<file path="config.mk">
export PLATFORM = sky130hd
export DESIGN_NAME = narrow_reg_bridge
export DESIGN_NICKNAME = d
export VERILOG_FILES = /design/src/rtl/nbr_pkg.sv /design/src/rtl/nbr_lane_decode.sv /design/src/rtl/nbr_wr_merge.sv /design/src/rtl/nbr_rd_steer.sv /design/src/rtl/narrow_reg_bridge.sv
export SDC_FILE = /design/constraint.sdc
export NUM_CORES = 1
export LEC_CHECK = 0
export ABC_AREA = 1
export BUFFER_PORTS_ARGS = -buffer_cell sky130_fd_sc_hd__buf_4
export CELL_PAD_IN_SITES_DETAIL_PLACEMENT = 1
export CELL_PAD_IN_SITES_GLOBAL_PLACEMENT = 2
export CORE_ASPECT_RATIO = 2
export CORE_UTILIZATION = 28
export CTS_CLUSTER_DIAMETER = 120
export DETAILED_ROUTE_END_ITERATION = 8
export HOLD_SLACK_MARGIN = 0.1
export PLACE_DENSITY_LB_ADDON = 0.15
export SLEW_MARGIN = 15
export SYNTH_ARGS = -nofsm -noshare
export SYNTH_HDL_FRONTEND = slang
export SYNTH_HIERARCHICAL = 1
export SYNTH_SLANG_ARGS = --single-unit
</file>
<file path="constraint.sdc">
create_clock -name clk -period 2.2 [get_ports clk]
set_input_delay 0.22 -clock clk [delete_from_list [all_inputs] [get_ports clk]]
set_output_delay 0.22 -clock clk [all_outputs]
set_load 0.005 [all_outputs]
</file>
<file path="src/rtl/nbr_pkg.sv">
package nbr_pkg;
    localparam int BYTE_W    = 8;
    localparam int REG_BYTES = 4;
    localparam int REG_W     = BYTE_W * REG_BYTES;
    localparam int BUS_W     = 2 * BYTE_W;
    localparam int LANE_W    = $clog2(REG_BYTES);

    // Bridge state: both caches plus the registered host read response
    typedef struct packed {
        logic [REG_W-1:0] rcache;
        logic [REG_W-1:0] wcache;
        logic [BUS_W-1:0] rdata;
        logic             rvalid;
    } bridge_state_t;

    // Byte lane 0 is the most significant byte (big-endian order)
    function automatic logic [BYTE_W-1:0] lane_byte(input logic [REG_W-1:0] w,
                                                    input logic [LANE_W-1:0] lane);
        return w[REG_W-1 - BYTE_W*int'(lane) -: BYTE_W];
    endfunction
endpackage

</file>
<file path="src/rtl/nbr_lane_decode.sv">
module nbr_lane_decode
    import nbr_pkg::*;
(
    input  logic [LANE_W-1:0]    addr_lo,
    input  logic                 size,
    output logic [REG_BYTES-1:0] lanes,
    output logic [LANE_W-1:0]    first,
    output logic [LANE_W-1:0]    second
);
    // Halfword accesses are aligned: address bit 0 is ignored
    assign first  = size ? {addr_lo[LANE_W-1:1], 1'b0} : addr_lo;
    assign second = first + LANE_W'(1);

    for (genvar i = 0; i < REG_BYTES; i++) begin : g_lane
        assign lanes[i] = (first == LANE_W'(i)) || (size && (second == LANE_W'(i)));
    end
endmodule

</file>
<file path="src/rtl/nbr_wr_merge.sv">
module nbr_wr_merge
    import nbr_pkg::*;
(
    input  logic [REG_W-1:0]     cache,
    input  logic [REG_BYTES-1:0] lanes,
    input  logic [LANE_W-1:0]    first,
    input  logic                 size,
    input  logic [BUS_W-1:0]     bus,
    output logic [REG_W-1:0]     merged
);
    for (genvar i = 0; i < REG_BYTES; i++) begin : g_lane
        logic [BYTE_W-1:0] byte_in;
        // Lower-address lane of a halfword rides in the upper bus byte
        assign byte_in = (size && (first == LANE_W'(i))) ? bus[BUS_W-1 -: BYTE_W]
                                                         : bus[BYTE_W-1:0];
        assign merged[REG_W-1 - BYTE_W*i -: BYTE_W] =
            lanes[i] ? byte_in : cache[REG_W-1 - BYTE_W*i -: BYTE_W];
    end
endmodule

</file>
<file path="src/rtl/nbr_rd_steer.sv">
module nbr_rd_steer
    import nbr_pkg::*;
(
    input  logic [REG_W-1:0]  word,
    input  logic [LANE_W-1:0] first,
    input  logic [LANE_W-1:0] second,
    input  logic              size,
    output logic [BUS_W-1:0]  data
);
    always_comb begin
        if (size) begin
            data = {lane_byte(word, first), lane_byte(word, second)};
        end else begin
            data = {{BYTE_W{1'b0}}, lane_byte(word, first)};
        end
    end
endmodule

</file>
<file path="src/rtl/narrow_reg_bridge.sv">
module narrow_reg_bridge
    import nbr_pkg::*;
#(
    parameter int ADDR_W = 8
) (
    input  logic                    clk,
    input  logic                    rst_n,
    input  logic                    h_req,
    input  logic                    h_wr,
    input  logic [ADDR_W-1:0]       h_addr,
    input  logic                    h_size,
    input  logic [BUS_W-1:0]        h_wdata,
    output logic [BUS_W-1:0]        h_rdata,
    output logic                    h_rvalid,
    output logic [ADDR_W-LANE_W-1:0] r_addr,
    output logic                    r_rd,
    output logic                    r_wr,
    output logic [REG_W-1:0]        r_wdata,
    input  logic [REG_W-1:0]        r_rdata
);
    localparam int MSB_LANE = 0;
    localparam int LSB_LANE = REG_BYTES - 1;

    bridge_state_t st_d, st_q;

    logic [REG_BYTES-1:0] lanes;
    logic [LANE_W-1:0]    first, second;
    logic [REG_W-1:0]     merged;
    logic [REG_W-1:0]     src_word;
    logic [BUS_W-1:0]     steer_out;
    logic                 has_msb, has_lsb, rd_go, wr_go;

    nbr_lane_decode u_dec (
        .addr_lo (h_addr[LANE_W-1:0]),
        .size    (h_size),
        .lanes   (lanes),
        .first   (first),
        .second  (second)
    );

    nbr_wr_merge u_merge (
        .cache   (st_q.wcache),
        .lanes   (lanes),
        .first   (first),
        .size    (h_size),
        .bus     (h_wdata),
        .merged  (merged)
    );

    nbr_rd_steer u_steer (
        .word    (src_word),
        .first   (first),
        .second  (second),
        .size    (h_size),
        .data    (steer_out)
    );

    assign has_msb  = lanes[MSB_LANE];
    assign has_lsb  = lanes[LSB_LANE];
    assign rd_go    = h_req && !h_wr;
    assign wr_go    = h_req && h_wr;

    // Register port: combinational, valid in the request cycle
    assign r_rd     = rd_go && has_msb;
    assign r_wr     = wr_go && has_lsb;
    assign r_addr   = h_addr[ADDR_W-1:LANE_W];
    assign r_wdata  = merged;

    // A refill read answers from the live word, any other read from the cache
    assign src_word = has_msb ? r_rdata : st_q.rcache;

    always_comb begin
        st_d        = st_q;
        st_d.rvalid = rd_go;
        if (rd_go) begin
            st_d.rdata = steer_out;
            if (has_msb) begin
                st_d.rcache = r_rdata;
            end
        end
        if (wr_go && !has_lsb) begin
            st_d.wcache = merged;
        end
    end

    always_ff @(posedge clk) begin
        if (!rst_n) begin
            st_q <= '0;
        end else begin
            st_q <= st_d;
        end
    end

    assign h_rdata  = st_q.rdata;
    assign h_rvalid = st_q.rvalid;
endmodule

</file>
Yosys cells after proc, flatten, opt, wreduce, memory -nomap -nowiden
Cells that the tools add are included.
{ "word_totals": {"regBits": 81, "inputBits": 61, "output_inout_bits": 57, "word_cells": 47} }
{ "op_classes": {"add_sub_neg": 3, "n_eq_ne": 6, "shift": 2, "n_mux": 11, "n_reduce_logical": 21} }
{ "ops": {"columns": ["op", "n"], "rows": [
  ["$shiftx A39 B32 Y8", 2],
  ["$mux W8", 8],
  ["$mux W32", 1],
  ["$mux W16", 1],
  ["$logic_and A1 B1 Y1", 13],
  ["$sub A5 B5 Y6 const A", 2],
  ["$eq A2 B2 Y1 const B", 4],
  ["$eq A2 B1 Y1 const B", 2],
  ["$logic_not A2 Y1", 2],
  ["$logic_or A1 B1 Y1", 4],
  ["$add A2 B1 Y2 const B", 1],
  ["$logic_not A1 Y1", 2],
  ["$mux W1", 1]
]} }

Logic depth before layout (Yosys ltp)
{ "depth": {"depth_word": 8, "depth_mapped": 17, "mapped_depth_nobuf": 14} }

Modules after synthesis
The synthesis kept the hierarchy.
{ "modules_own_cells": {"columns": ["mod", "instances", "cells_each", "area_each_um2", "seq_area_each_um2"], "rows": [
  ["narrow_reg_bridge", 1, 615, 3958.8, 1621.6],
  ["nbr_wr_merge", 1, 199, 882.1, 0.0],
  ["nbr_rd_steer", 1, 191, 845.8, 0.0],
  ["nbr_lane_decode", 1, 13, 65.1, 0.0]
]} }

Worst setup path after synthesis
Ideal clock, no wire load.
{ "synth_path": {"path_type": "input-to-reg", "startpoint": "input h_size", "endpoint": "register st_q (netlist bit h_rdata[5])", "setup_time_ns": 0.116, "arrival_ns": 1.610, "required_time_ns": 2.084, "slack_ns": 0.475, "path_stages": 17, "n_path_buf": 3, "path_cell_list": "inv_2 -> nand2_2 -> inv_2 -> nor2_2 -> buf_4 -> buf_4 -> buf_2 -> nand2_1 -> o21ai_0 -> inv_1 -> nand2_1 -> nand3_1 -> nand2_1 -> nand2_1 -> nand2_1 -> o21ai_0 -> nor2_1"} }
{ "synth_via": {"elab_chain_len": 8, "word_cells_on_any_way": 12, "cone_classes": "add/sub (3); shift (2); mux (3); reduce/logical (4)"} }
{ "synth_rtl": {"columns": ["item", "line_no", "source"], "rows": [
  ["start, declared", "narrow_reg_bridge.sv:11", "input logic h_size,"],
  ["$mux W1 *", "nbr_lane_decode.sv:11", "assign first = size ? {addr_lo[LANE_W-1:1], 1'b0} : addr_lo;"],
  ["$add A2 B1 Y2 *", "nbr_lane_decode.sv:12", "assign second = first + LANE_W'(1);"],
  ["named net second[0]", "narrow_reg_bridge.sv:27", "logic [LANE_W-1:0] first, second;"],
  ["$logic_not A2 Y1 *", "nbr_lane_decode.sv:15", "assign lanes[i] = (first == LANE_W'(i)) || (size && (second == LANE_W'(i)));"],
  ["$logic_and A1 B1 Y1 *", "nbr_lane_decode.sv:15", null],
  ["$logic_or A1 B1 Y1 *", "nbr_lane_decode.sv:15", null],
  ["named net lanes[0]", "narrow_reg_bridge.sv:26", "logic [REG_BYTES-1:0] lanes;"],
  ["$mux W32 *", null, null],
  ["named net src_word[29]", "narrow_reg_bridge.sv:29", "logic [REG_W-1:0] src_word;"],
  ["$shiftx A39 B32 Y8", "nbr_pkg.sv:19", "return w[REG_W-1 - BYTE_W*int'(lane) -: BYTE_W];"],
  ["$mux W16 *", "nbr_rd_steer.sv:11", "if (size) begin"],
  ["named net steer_out[5]", "narrow_reg_bridge.sv:30", "logic [BUS_W-1:0] steer_out;"],
  ["end signal, assigned", "narrow_reg_bridge.sv:90", "st_q <= st_d;"],
  ["end, declared", "narrow_reg_bridge.sv:24", "bridge_state_t st_d, st_q;"]
]} }
The timed path passes the listed nets; every way through them passes the cells marked *.
A chain may end at the register's enable or synchronous reset.

Worst setup path after layout
{ "layout_path": {"startpoint": "input h_size", "endpoint": "output r_wdata[8]"} }
{ "layout_via": {"elab_chain_len": 6, "word_cells_on_any_way": 9, "cone_classes": "add/sub (1); eq/ne (2); mux (3); reduce/logical (3)"} }
{ "layout_rtl": {"columns": ["item", "line_no", "source"], "rows": [
  ["$mux W1", "nbr_lane_decode.sv:11", null],
  ["$add A2 B1 Y2", "nbr_lane_decode.sv:12", null],
  ["named net second[0]", "narrow_reg_bridge.sv:27", null],
  ["$eq A2 B2 Y1", "nbr_lane_decode.sv:15", null],
  ["$logic_and A1 B1 Y1", "nbr_lane_decode.sv:15", null],
  ["$logic_or A1 B1 Y1", "nbr_lane_decode.sv:15", null],
  ["$mux W8", "nbr_wr_merge.sv:17", "lanes[i] ? byte_in : cache[REG_W-1 - BYTE_W*i -: BYTE_W];"],
  ["end, declared", "narrow_reg_bridge.sv:18", "output logic [REG_W-1:0] r_wdata,"]
]} }
The timed path passes the listed nets, and every way through them passes these cells.

==> impl_metrics.tcl <==
set metrics [dict create \
    avgSynthCellArea_sq_um 5.65 \
    p_leak_uw 0.00382 \
    drt-met1-wl_mm 7.95 \
    ioPinCount 118 \
    cp.required_ns 1.98 \
    pre_cts_ws_ns 0.129 \
    maxCapViolations 0 \
    synth_cell_types 23 \
    tightest_slew_ns 0.479 \
    yosysMostFrequentCell "nand2_1" \
    synth-edff-count 0 \
    syn-num-nets 1079 \
    ir_drop_mv 0.300 \
    wire_per_inst_um 16.0 \
    nNetsFinal 1151 \
    routed_wl_mm 21.7 \
    timing.fmax_ghz 0.542 \
    r2r_slack_ns 0.76 \
    top_layer "met4" \
    drive_above_1_share_pct 16.3 \
    syn2layout_area_growth_pct 21.4 \
    clockRootBuffer "clkbuf_16" \
    cts_setup_buffers 0 \
    grt_util_all_layers_pct 21.5 \
    timing.final.ws_setup_ns 0.355 \
    critPathArrivalTime_ns 1.63 \
    grt-ovfl-total 0 \
    port_buffers 105 \
    num_vias 6185 \
    grt_pass1_wl_mm 33.6 \
    cts_num_sinks 81 \
    via_per_inst 4.56 \
    cp_max_fo 31 \
    fp.dieH_um 205 \
    dpl.hpwl_mm 16.7 \
    core_area_sq_mm 0.0200 \
    grt_max_degree 65 \
    max-slew-margin-rel_pct 67.8 \
    yosysTopAreaCell "dfxtp_1" \
    clock_skew_ns 0.00733 \
    netlist_area_sq_mm 0.00575 \
    hold_viol 0 \
    ys_ff_latch 81 \
    ys_warn_count 6 \
    min_period_over_period_pct 83.9 \
    p_per_area_mw_per_mm2 624 \
    clk_pin_slew_ns 0.07 \
    h-tree-depth 3 \
    slew_viol_final 0 \
    yosys.area.top_type_share_pct 28.2 \
    num_rows 73 \
    cts_buffers 9 \
    drtIter0Drc 126 \
    fin_hold_ws_ns 0.187 \
    initial_core_util_pct 28.8 \
    antenna_cells 0 \
    seq_area_frac_synth_pct 28.2 \
    synth_common_cells "nand2_1 (371), inv_1 (157), nor2_1 (138), dfxtp_1 (81), nand3_1 (80)" \
    synthTopCellsByArea "dfxtp_1 (28%), nand2_1 (24%), inv_1 (10%)" \
    ys.flop_type "dfxtp_1" \
    drc 0 \
    ant_nets 0 \
    grt_pass1_vias 6240 \
    clock_latency_ns 0.35 \
    fill_cells 2713 \
    rsz0062_at_grt "false" \
    ctsHoldBuffers 0 \
    cts_tree "yes" \
    finalSetupViolations 0 \
    dieWidth_um 103 \
    cts_resized 0 \
    clock_path_buffers 2 \
    met3_length_um 645 \
    start_kind "input pin" \
    wl_met2_mm 12.1 \
    min_path_type "input pin to flop" \
    antenna_found_initial 0 \
    synth-async-reset-ratio_pct 0 \
    die-area_sq_mm 0.0212 \
    end_kind "primary output" \
    drt-pass1-iter-count 4 \
    outcome "complete, no violations" \
    gp_congestion 0.772 \
    fin_crit_ns 1.85 \
    p_total_uw 4360 \
    setup.worst_path.class "input pin to primary output" \
    synth_cells 1018 \
    fin_setup_tns_ns 0 \
]
## layout by cell type (no fill, tap or decap)
master,netlist,final
clkbuf_16,0,9
clkinv_2,0,1
a21oi_1,1,1
nand3_4,3,3
buf_4,34,134
nand2_1,371,371
nor2_4,2,3
inv_6,1,2
nand2_2,3,3
a21oi_2,1,1
clkbuf_1,15,1
inv_2,6,6
buf_12,0,5
o21ai_0,48,48
clkinv_4,0,2
dfxtp_1,81,81
nand3_2,3,3
nand3_1,80,80
nand2_4,2,2
inv_4,1,1
nand4_1,40,40
bufinv_16,0,2
nor2_2,2,1
nor2_1,138,138
inv_1,157,157
## metrics by stage
stage | instance area, sq um | utilization, % | std cells
floorplan | 5750 | - | 1018
detailed placement | 6660 | 33.3 | 1341
global route | 6980 | 34.9 | 1357
global placement | 6660 | 33.3 | 1341
CTS | 6980 | 34.9 | 1357
finish | 6980 | 34.9 | 1357
## final timing paths
kind	cells past startpoint	endpoint	from
max	11	r_wdata[8]	h_size
min	5	st_q[76]$_SDFFE_PN0P_	r_rdata[27]
max reg2reg	8	h_rdata[14]$_SDFFE_PN0P_	st_q[55]$_SDFFE_PN0P_
min reg2reg	2	h_rdata[13]$_SDFFE_PN0P_	h_rdata[13]$_SDFFE_PN0P_
## kinds of logic after synthesis
| family | Yosys count | share of synthesized area (%) |
|---|---|---|
| buffers and inverters | 243 | 20.1 |
| and+or+nand+nor | 644 | 47.3 |
| DFF | 81 | 28.2 |
| AOI/OAI and AO/OA | 50 | 4.42 |
## report_power, final
| group | total (uW) | internal [uW] | switching [uW] | leakage, uW |
|---|---|---|---|---|
| clock network | 1690 | 1000 | 690 | 0.000157 |
| registers | 1590 | 1550 | 37.8 | 0.000664 |
| logic | 1070 | 417 | 658 | 0.00300 |
## per-layer routing
layer / track usage (%) / up-vias
met2: 42.1 / 102
li1: - / 3190
met3: 3.10 / 34
met5: 0 / -
met1: 20.7 / 2859
met4: 10.9 / 0
## cell type report
| cell class | count | area, sq um | share of cell area, % |
|---|---|---|---|
| multi-input combinational | 694 | 2980 | 42.7 |
| sequential | 81 | 1620 | 23.2 |
| timing repair buffer | 139 | 1110 | 15.8 |
| inverter | 165 | 627 | 8.98 |
| tap | 262 | 328 | 4.70 |
| clock buffer | 10 | 229 | 3.28 |
| clock inverter | 6 | 91.3 | 1.31 |
## critical path, stage by stage
cell and delay (ns):
buf_4 0.12, inv_2 0.09, nand2_2 0.07, inv_2 0.10, buf_12 0.22, inv_1 0.06, nand3_1 0.25, nand2_1 0.10
nand3_1 0.14, nand2_1 0.11, buf_4 0.15
## sequential cells by signal, summed over array words and instances (netlist names)
register and cells:
st_q 64, h_rvalid 1, h_rdata 16
Power figures use the tool's default switching activity.
